`src/rtl/lwn_pkg.sv`:
```
package lwn_pkg;
  typedef enum logic [1:0] {ST_LEGACY, ST_ADVERT, ST_DONE, ST_HOLD} lwn_state_e;

  function automatic logic [2:0] code_to_lanes(input logic [1:0] c);
    case (c)
      2'b00:   return 3'd1;
      2'b01:   return 3'd2;
      2'b11:   return 3'd3;
      default: return 3'd4;
    endcase
  endfunction

  function automatic logic [1:0] lanes_to_code(input logic [2:0] n);
    case (n)
      3'd2:    return 2'b01;
      3'd3:    return 2'b11;
      3'd4:    return 2'b10;
      default: return 2'b00;
    endcase
  endfunction

  function automatic logic [1:0] min_code(input logic [1:0] a, input logic [1:0] b);
    return (code_to_lanes(a) <= code_to_lanes(b)) ? a : b;
  endfunction
endpackage

```
`src/rtl/lwn_timer.sv`:
```
module lwn_timer #(
  parameter int LIMIT = 2000
) (
  input  logic clk_i,
  input  logic rst_ni,
  input  logic clear_i,
  input  logic run_i,
  output logic expired_o
);
  localparam int CW = (LIMIT > 2) ? $clog2(LIMIT) : 1;
  localparam logic [CW-1:0] LAST = CW'(LIMIT - 1);

  logic [CW-1:0] cnt_q;

  always_ff @(posedge clk_i or negedge rst_ni) begin
    if (!rst_ni)       cnt_q <= '0;
    else if (clear_i)  cnt_q <= '0;
    else if (run_i && cnt_q != LAST) cnt_q <= cnt_q + 1'b1;
  end

  assign expired_o = run_i && (cnt_q == LAST);

  p_cnt_bound_r2: assert property (@(posedge clk_i) disable iff (!rst_ni)
    cnt_q <= LAST);
  p_expire_holds_r7: assert property (@(posedge clk_i) disable iff (!rst_ni)
    (expired_o && !clear_i) |=> (cnt_q == LAST));
endmodule

```
`src/rtl/lwn_lane_count.sv`:
```
module lwn_lane_count #(
  parameter int NUM_LANES = 4
) (
  input  logic [NUM_LANES-1:0] lanes_i,
  output logic [2:0]           lanes_o
);
  localparam int CNT_W = $clog2(NUM_LANES + 1);

  logic [CNT_W-1:0] psum [NUM_LANES+1];
  assign psum[0] = '0;

  for (genvar gi = 0; gi < NUM_LANES; gi++) begin : g_sum
    assign psum[gi+1] = psum[gi] + CNT_W'(lanes_i[gi]);
  end

  assign lanes_o = 3'(psum[NUM_LANES]);

  always_comb begin
    a_count_r5: assert ($countones(lanes_i) == int'(lanes_o));
  end
endmodule

```
`src/rtl/lwn_width_resolve.sv`:
```
module lwn_width_resolve #(
  parameter int NUM_LANES = 4
) (
  input  logic [1:0]           local_tx_i,
  input  logic [1:0]           local_rx_i,
  input  logic [1:0]           peer_tx_i,
  input  logic [1:0]           peer_rx_i,
  input  logic [NUM_LANES-1:0] err_lanes_i,
  output logic [1:0]           cap_tx_o,
  output logic [1:0]           cap_rx_o,
  output logic [1:0]           err_tx_o,
  output logic [1:0]           err_rx_o,
  output logic                 err_seen_o
);
  import lwn_pkg::*;

  logic [2:0] err_n;
  logic [1:0] err_code;

  lwn_lane_count #(.NUM_LANES(NUM_LANES)) u_cnt (
    .lanes_i (err_lanes_i),
    .lanes_o (err_n)
  );

  assign err_seen_o = (err_n != 3'd0);
  assign err_code   = lanes_to_code(err_n);

  // peer RX capability bounds our TX and vice versa
  assign cap_tx_o = min_code(local_tx_i, peer_rx_i);
  assign cap_rx_o = min_code(local_rx_i, peer_tx_i);
  assign err_tx_o = min_code(local_tx_i, err_code);
  assign err_rx_o = min_code(local_rx_i, err_code);
endmodule

```
`src/rtl/lane_width_negotiator.sv`:
```
module lane_width_negotiator #(
  parameter int NUM_LANES     = 4,
  parameter int LEGACY_CYCLES = 2000,
  parameter int REPLY_TIMEOUT = 256
) (
  input  logic                 clk_i,
  input  logic                 rst_ni,
  input  logic                 reinit_i,
  input  logic [1:0]           local_tx_max_i,
  input  logic [1:0]           local_rx_max_i,
  output logic                 adv_valid_o,
  output logic [1:0]           adv_tx_code_o,
  output logic [1:0]           adv_rx_code_o,
  input  logic                 peer_cap_valid_i,
  input  logic [1:0]           peer_tx_max_i,
  input  logic [1:0]           peer_rx_max_i,
  input  logic                 peer_err_valid_i,
  input  logic [NUM_LANES-1:0] peer_err_lanes_i,
  output logic [1:0]           tx_width_o,
  output logic [1:0]           rx_width_o,
  output logic [31:0]          neg_status_o,
  output logic                 done_o
);
  import lwn_pkg::*;

  lwn_state_e state_q;
  logic [1:0] tx_q, rx_q;
  logic       gen_q, link_q;
  logic       leg_exp, rep_exp;
  logic [1:0] cap_tx, cap_rx, err_tx, err_rx;
  logic       err_seen;

  lwn_timer #(.LIMIT(LEGACY_CYCLES)) u_legacy_tmr (
    .clk_i, .rst_ni,
    .clear_i   (reinit_i || state_q != ST_LEGACY),
    .run_i     (state_q == ST_LEGACY),
    .expired_o (leg_exp)
  );

  lwn_timer #(.LIMIT(REPLY_TIMEOUT)) u_reply_tmr (
    .clk_i, .rst_ni,
    .clear_i   (reinit_i || state_q != ST_ADVERT),
    .run_i     (state_q == ST_ADVERT),
    .expired_o (rep_exp)
  );

  lwn_width_resolve #(.NUM_LANES(NUM_LANES)) u_resolve (
    .local_tx_i  (local_tx_max_i),
    .local_rx_i  (local_rx_max_i),
    .peer_tx_i   (peer_tx_max_i),
    .peer_rx_i   (peer_rx_max_i),
    .err_lanes_i (peer_err_lanes_i),
    .cap_tx_o    (cap_tx),
    .cap_rx_o    (cap_rx),
    .err_tx_o    (err_tx),
    .err_rx_o    (err_rx),
    .err_seen_o  (err_seen)
  );

  always_ff @(posedge clk_i or negedge rst_ni) begin
    if (!rst_ni) begin
      state_q <= ST_LEGACY;
      tx_q    <= 2'b00;
      rx_q    <= 2'b00;
      gen_q   <= 1'b0;
      link_q  <= 1'b0;
    end else if (reinit_i) begin
      state_q <= ST_LEGACY;
      tx_q    <= 2'b00;
      rx_q    <= 2'b00;
      gen_q   <= 1'b0;
      link_q  <= 1'b0;
    end else begin
      case (state_q)
        ST_LEGACY: if (leg_exp) state_q <= ST_ADVERT;
        ST_ADVERT: begin
          if (peer_cap_valid_i) begin
            tx_q <= cap_tx; rx_q <= cap_rx;
            gen_q <= 1'b1; link_q <= 1'b1; state_q <= ST_DONE;
          end else if (peer_err_valid_i && err_seen) begin
            tx_q <= err_tx; rx_q <= err_rx;
            gen_q <= 1'b0; link_q <= 1'b1; state_q <= ST_DONE;
          end else if (rep_exp) begin
            tx_q <= 2'b00; rx_q <= 2'b00;
            gen_q <= 1'b0; link_q <= 1'b1; state_q <= ST_DONE;
          end
        end
        ST_DONE: state_q <= ST_HOLD;
        default: state_q <= ST_HOLD;
      endcase
    end
  end

  assign adv_valid_o   = (state_q == ST_ADVERT);
  assign adv_tx_code_o = local_tx_max_i;
  assign adv_rx_code_o = local_rx_max_i;
  assign done_o        = (state_q == ST_DONE);
  assign tx_width_o    = tx_q;
  assign rx_width_o    = rx_q;
  assign neg_status_o  = {15'b0, gen_q, 15'b0, link_q};

  logic [2:0] tx_lanes, rx_lanes, loc_tx_lanes, loc_rx_lanes;
  assign tx_lanes     = code_to_lanes(tx_q);
  assign rx_lanes     = code_to_lanes(rx_q);
  assign loc_tx_lanes = code_to_lanes(local_tx_max_i);
  assign loc_rx_lanes = code_to_lanes(local_rx_max_i);

  p_done_pulse_r8: assert property (@(posedge clk_i) disable iff (!rst_ni)
    done_o |=> !done_o);
  p_hold_r9: assert property (@(posedge clk_i) disable iff (!rst_ni)
    (state_q == ST_HOLD && !reinit_i) |=> ($stable(tx_q) && $stable(rx_q) && $stable(gen_q)));
  p_gen_source_r4: assert property (@(posedge clk_i) disable iff (!rst_ni)
    (done_o && gen_q) |-> $past(peer_cap_valid_i));
  p_tx_bound_r4: assert property (@(posedge clk_i) disable iff (!rst_ni)
    done_o |-> (tx_lanes <= $past(loc_tx_lanes)));
  p_rx_bound_r5: assert property (@(posedge clk_i) disable iff (!rst_ni)
    done_o |-> (rx_lanes <= $past(loc_rx_lanes)));
  p_reinit_clear_r10: assert property (@(posedge clk_i) disable iff (!rst_ni)
    reinit_i |=> (tx_q == 2'b00 && rx_q == 2'b00 && !link_q && !done_o));
endmodule

```
`config.mk`:
```
export PLATFORM = sky130hd
export DESIGN_NAME = lane_width_negotiator
export DESIGN_NICKNAME = d
export VERILOG_FILES = /design/src/rtl/lwn_pkg.sv /design/src/rtl/lwn_timer.sv /design/src/rtl/lwn_lane_count.sv /design/src/rtl/lwn_width_resolve.sv /design/src/rtl/lane_width_negotiator.sv
export SDC_FILE = /design/constraint.sdc
export NUM_CORES = 1
export LEC_CHECK = 0
export BUFFER_PORTS_ARGS = -buffer_cell sky130_fd_sc_hd__buf_2
export CAP_MARGIN = 20
export CORE_MARGIN = 3
export CORE_UTILIZATION = 40
export CTS_CLUSTER_SIZE = 24
export DETAILED_ROUTE_END_ITERATION = 7
export PLACE_DENSITY_LB_ADDON = 0.3
export REMOVE_ABC_BUFFERS = 1
export SYNTH_ARGS = -nofsm -noshare
export SYNTH_HDL_FRONTEND = slang
export SYNTH_SLANG_ARGS = --single-unit
export TNS_END_PERCENT = 5
```
`constraint.sdc`:
```
create_clock -name clk_i -period 2.36 [get_ports clk_i]
set_input_delay 0.236 -clock clk_i [delete_from_list [all_inputs] [get_ports clk_i]]
set_output_delay 0.236 -clock clk_i [all_outputs]
set_load 0.005 [all_outputs]
```
* Yosys cells after proc, flatten, opt, wreduce, memory -nomap -nowiden
Cells that the tools add are included.
** Word-level totals
- Register bits :: 27
- Latch bits :: 0
- Memory bits (writable) :: 0
- ROM bits :: 0
- Input port bits :: 17
- Output and inout bits :: 42
- Logic and storage cells :: 98
- Memories :: 0
** Operators by class
- $add $sub $neg :: 5
- Multipliers :: 0
- Divide/modulo/power cells :: 0
- $lt $le $gt $ge :: 4
- Eq/ne operators :: 22
- Shift-type cells :: 0
- Muxes and demuxes :: 39
- Bitwise gates (word level) :: 0
- Reductions and logical operators :: 21
** Operators by type and width (count)
- one-hot mux 3 bit (3 select lines) :: 5
- two-way mux 2 bit :: 18
- two-way mux 11 bit :: 2
- two-way mux 8 bit :: 2
- equality test 2 x 1 -> 1 bit (second input constant) :: 6
- equality test 2 bit (second input constant) :: 6
- less-or-equal comparator 3 bit :: 4
- zero test 2 bit :: 6
- adder 11 x 1 -> 11 bit (second input constant) :: 1
- equality test 11 bit (second input constant) :: 1
- != test 11 bit (second input constant) :: 1
- two-way mux 1 bit :: 10
- adder 8 x 1 -> 8 bit (second input constant) :: 1
- equality test 8 bit (second input constant) :: 1
- != test 8 bit (second input constant) :: 1
- nonzero test 2 bit :: 4
- equality test 3 x 2 -> 1 bit (second input constant) :: 2
- one-hot mux 2 bit (3 select lines) :: 1
- logical AND 1 bit :: 5
- != test 5 bit (second input constant) :: 1
- one-hot mux 2 bit (2 select lines) :: 1
- AND reduction 2 bit :: 2
- nonzero test 4 bit :: 1
- adder 2 x 1 -> 3 bit :: 1
- other kinds (7) :: 8

* Longest topological paths before layout
- Depth in word-level cells :: 13
- Mapped depth :: 14
- Depth with buffers taken out :: 14

* Hierarchy
Synthesis repeated with hierarchy kept, for this count alone.
** Unflattened totals
- Cells, all modules :: 284
- Area, all modules :: 2613.8 um^2
** Modules (own cells, without submodules)
- lane_width_negotiator :: times used 1, cells an instance 86, area an instance 750.7 um^2, seq. area each 200.2 um^2
- lwn_timer at u_legacy_tmr :: times used 1, cells an instance 69, area an instance 653.1 um^2, seq. area each 275.3 um^2
- lwn_width_resolve :: times used 1, cells an instance 74, area an instance 638.1 um^2, seq. area each 0.0 um^2
- lwn_timer at u_reply_tmr :: times used 1, cells an instance 47, area an instance 508.0 um^2, seq. area each 200.2 um^2
- lwn_lane_count :: times used 1, cells an instance 8, area an instance 63.8 um^2, seq. area each 0.0 um^2

* Worst setup path after synthesis
No wires, ideal clock.
- Path kind :: input to register
- Start point :: input peer_err_lanes_i[0]
- End point :: register tx_q[0] (netlist: tx_width_o[0])
- Setup time :: 0.137 ns
- Data arrival time :: 2.917 ns
- Required time :: 2.223 ns
- Path slack :: -0.693 ns
- Cell stages on the path :: 14
- Cells stage by stage :: inv_1 fa_1 inv_1 ha_1 ha_1 nor2b_1 a21o_2 ha_1 ha_1 nor2b_1 o21a_1 o21ai_0 mux2i_1 a41oi_2
** On the way
- Cells in the longest elaborated chain, start to end :: 13
** Ends and longest elaborated chain
- start: declaration :: RTL line lane_width_negotiator.sv:18 : input logic [NUM_LANES-1:0] peer_err_lanes_i,
- adder 1 x 1 -> 2 bit * :: RTL line lwn_lane_count.sv:13 : assign psum[gi+1] = psum[gi] + CNT_W'(lanes_i[gi]);
- adder 2 x 1 -> 3 bit * :: RTL line lwn_lane_count.sv:13
- adder 3 x 1 -> 3 bit * :: RTL line lwn_lane_count.sv:13
- equality test 3 bit or equality test 3 x 2 -> 1 bit (tied branches) :: RTL line lwn_pkg.sv:14 : case (n)
- one-hot mux 2 bit (3 select lines) :: RTL line lwn_pkg.sv:14
- equality test 2 bit (tied with other cells) :: RTL line lwn_pkg.sv:5 : case (c)
- one-hot mux 3 bit (3 select lines) :: RTL line lwn_pkg.sv:5
- less-or-equal comparator 3 bit :: RTL line lwn_pkg.sv:23 : return (code_to_lanes(a) <= code_to_lanes(b)) ? a : b;
- two-way mux 2 bit :: RTL line lwn_pkg.sv:23
- two-way mux 2 bit :: RTL line lane_width_negotiator.sv:80 : end else if (peer_err_valid_i && err_seen) begin
- two-way mux 2 bit :: RTL line lane_width_negotiator.sv:77 : if (peer_cap_valid_i) begin
- two-way mux 2 bit :: RTL line lane_width_negotiator.sv:74 : case (state_q)
- two-way mux 2 bit :: RTL line lane_width_negotiator.sv:67 : end else if (reinit_i) begin
- end signal: assignment :: RTL line lane_width_negotiator.sv:78 : tx_q <= cap_tx; rx_q <= cap_rx;
- end signal: assignment :: RTL line lane_width_negotiator.sv:81 : tx_q <= err_tx; rx_q <= err_rx;
- end: declaration :: RTL line lane_width_negotiator.sv:27 : logic [1:0] tx_q, rx_q;
Mark *: on every way between the ends. The rest lies on a longest branch, timed or not. The select of a mux whose other input is x is not followed.
A chain may end at the register's enable or synchronous reset.

* Worst setup path after layout
- Start point :: input peer_err_lanes_i[3]
- End point :: register tx_q[1] (netlist: tx_width_o[1])
** On the way
- Cells in the longest elaborated chain, start to end :: 11
** Ends and longest elaborated chain (RTL line)
- adder 3 x 1 -> 3 bit * :: lwn_lane_count.sv:13
- equality test 3 bit or equality test 3 x 2 -> 1 bit (tied branches) :: lwn_pkg.sv:14
- one-hot mux 2 bit (3 select lines) :: lwn_pkg.sv:14
- equality test 2 bit (tied with other cells) :: lwn_pkg.sv:5
- one-hot mux 3 bit (3 select lines) :: lwn_pkg.sv:5
- less-or-equal comparator 3 bit :: lwn_pkg.sv:23
- two-way mux 2 bit :: lwn_pkg.sv:23
- two-way mux 2 bit :: lane_width_negotiator.sv:80
- two-way mux 2 bit :: lane_width_negotiator.sv:77
- two-way mux 2 bit :: lane_width_negotiator.sv:74
- two-way mux 2 bit :: lane_width_negotiator.sv:67
Marked as above.

==> flow_summary_export.csv <==
group,metric,value,unit
layout,utilization,46.91,%
critical_path,cp_slowest_cell,"fa_1",
global_route,antenna_found_initial,0,
sta,worstMarginPinSlew,0.5990,ns
global_route,grt_first_pass_wirelength,6.782,mm
sta,final_max_slew_viol_count,0,
routing,ant_nets,0,
routing,drc,0,
sta,relSlewSlack,60.07,%
yosys,syn_area,0.002338,mm^2
floorplanning,start_util,41.95,%
global_route,grt_max_degree,28,
power,report.power.total,1231,uW
critical_path,cp_common_cell,"ha_4",
power,powerDensity,470.7,mW/mm^2
clocking,numCtsBuffers,3,
yosys,yosys_warnings,0,
yosys,ys_top_cells_by_area,"dfrtp_1 (29%), ha_1 (16%), buf_4 (12%)",
floorplanning,pin_count,59,
routing,via_count,1707,
sta,finalCritPeriodShare,114.3,%
place,gp_congestion,0.7414,
critical_path,crit_type,"in2reg",
yosys,synth.most_common_cell,"buf_4",
yosys,netlist_instances,263,
layout,multi_input_area,0.001501,mm^2
sta,skew,0.003178,ns
clocking,htree_levels,1,
yosys,ys_top_cells_by_count,"buf_4 (36), ha_1 (29), dfrtp_1 (27)",
yosys,synth_top_cell_area_share,28.89,%
routing,drt_iter0_drc,62,
sta,setup_viol,4,
critical_path,end_kind,"flop",
layout,drive_gt1_share,25.60,%
sta,post-route-min-period,2.698,ns
yosys,seq_area_frac_synth,28.89,%
floorplanning,die_area,0.006800,mm^2
floorplanning,rows,27,
status,failed_checks,"negative setup slack",
layout,fin_cells,365,
routing,dr.pass1.iters,4,
critical_path,crit_fanout,4,
power,vdd_drop_max,295.5,uV
critical_path,setup.worst_path.start_class,"primary input",
layout,layout.nets,341,
layout,syn_to_final_growth,11.82,%
clocking,cts_tree,"done",
critical_path,arrival,2.83,ns
floorplanning,chipWidth,82.46,um
sta,rsz0062_at_grt,"yes",
yosys,synth.distinct_cells,46,
yosys,ys_seq_elements,27,
yosys,synth_area_per_cell,8.892,um^2
place,dp_slack,-0.8498,ns
clocking,clk_transition_reported_paths,0.09,ns
sta,hold_viol,0,
yosys,synth_top_cell_by_area,"dfrtp_1",
critical_path,crit_family,"adder cells",
critical_path,worst_ep_required_time,2.49,ns
routing,viasPerCell,4.677,
sta,finalWorstSetupSlack,-0.3378,ns
layout,n_fill_cell,547,
clocking,clockBufferDepth,2,
floorplanning,core_area,0.005574,mm^2
place,io_buffer_count,28,
clocking,cts_sinks,27,
routing,wl,4.103,mm
place,dp_hpwl,3.180,mm
job,cap_violations,0,
layout,diodes,0,
routing,routedWlPerCell,11.24,um
yosys,synth_edf_count,0,
status,status,"finished with violations",
global_route,overflow,0,
sta,clock.fmax,370.7,MHz
clocking,clock-root-buffer,"clkbuf_8",
global_route,grt_pass1_vias,1587,
yosys,synth-main-ff-cell,"dfrtp_1",
floorplanning,die-height,82.46,um
layout,ff_latch_area,675.6,um^2
critical_path,slowest_delay,0.52,ns
min_path,hold_class,"in2reg",
critical_path,crit_chain,"buf_6 > inv_2 > fa_1 > inv_1 > ha_2 > ha_4 > nor2b_4 > a21o_4 > ha_4 > ha_4 > nor2b_2 > o21a_1 > o21ai_1 > buf_4 > mux2i_2 > a41oi_2",
global_route,grt_usage,12.55,%
power,leakage,0.001271,uW
clocking,clock_latency,0.26,ns
critical_path,crit_buf_inv,4,
yosys,async_reset_ff_share,100.0,%
place,dp_cells,359,
==> final cells by class <==
type                       instances  area share [%]
tap                               72           3.445
inverter                          21           3.014
timing repair buffer              38           8.565
multi-input combinational        203           57.42
clock buffer                       4           1.722
sequential                        27           25.84
==> kinds of logic (layout without fill, tap and decap cells) <==
group,after synthesis,in the layout,synth area share [%]
AOI/OAI and AO/OA,37,37,11.77
xor gates and xnor gates,8,8,2.996
adders and majority gates,30,30,16.37
buffers and inverters,62,63,16.05
DFF,27,27,28.89
muxes,6,6,2.675
other,1,30,0.1604
and+or+nand+nor,92,92,21.08
==> metrics by stage <==
stage	cell area [um^2]	setup TNS, ns	hold slack, ns
2_1_floorplan	2151	-2.579	-0.05959
3_3_place_gp	2441	-3.975	0.2838
3_5_place_dp	2441	-4.187	0.2836
4_1_cts	2594	-1.218	0.2402
5_1_grt	2615	-1.714	0.2439
6_report	2615	-1.262	0.2434
==> metal layers <==
metal / wire length (um) / part of all wire [%] / up-vias / GRT usage (%)
met2: 2098 / 51 / 24 / 22.84
met1: 1847 / 45 / 798 / 15.37
li1: - / - / 883 / -
met4: 29 / 0.71 / 0 / 3.488
met5: 0 / 0 / - / 0
met3: 127 / 3.1 / 2 / 1.627
==> cell usage in the layout, fill, tap and decap left out, types with 4 or more instances in the layout <==
cell | Yosys | final
a21oi_1 | 7 | 7
a41oi_2 | 4 | 4
and2_1 | 5 | 5
and3_1 | 4 | 4
buf_2 | 0 | 27
buf_4 | 36 | 9
conb_1 | 1 | 30
dfrtp_1 | 27 | 27
ha_1 | 29 | 23
ha_4 | 0 | 5
inv_1 | 21 | 17
inv_2 | 0 | 4
nand2_1 | 17 | 17
nand3_1 | 9 | 9
nor2_1 | 23 | 23
nor2b_1 | 8 | 5
o21ai_0 | 10 | 8
xnor2_1 | 4 | 4
xor2_1 | 4 | 4
==> worst paths after layout <==
| check | from | end | slack, ns | cells after the start |
|---|---|---|---|---|
| setup reg to reg | u_reply_tmr.cnt_q[0] | rx_width_o[1] | 0.44 | 6 |
| min in group asynchronous | rst_ni | u_reply_tmr.cnt_q[1] | 0.51 | 2 |
| setup / recovery | peer_err_lanes_i[3] | tx_width_o[1] | -0.34 | 16 |
| hold / removal | reinit_i | state_q[1] | 0.24 | 2 |
| hold reg to reg | u_reply_tmr.cnt_q[6] | u_reply_tmr.cnt_q[6] | 0.50 | 1 |
| max in group asynchronous | rst_ni | rx_width_o[1] | 1.45 | 2 |
==> state kept, by name (all words and copies together) (netlist names) <==
register,count
u_reply_tmr.cnt_q,8
rx_width_o,2
gen_q,1
tx_width_o,2
u_legacy_tmr.cnt_q,11
link_q,1
state_q,2
==> report_power, final <==
part	switching [uW]	internal, uW	leakage (uW)	total, uW
Sequential	23.4	488	0.000366	511
Clock	131	120	0.0000228	251
Combinational	232	236	0.000883	468
Total	386	845	0.00127	1230
==> timing repair <==
| item | 4_1_cts | 5_1_grt |
|---|---|---|
| hold buffers | 1 | 0 |
| resized for setup | 17 | 7 |
| endpoints found under the hold margin | 27 | 0 |
| buffers inserted | 1 | 0 |
| endpoints found under the setup margin | 5 | 5 |
| pin swaps | 11 | 11 |
Power figures use the tool's default switching activity.
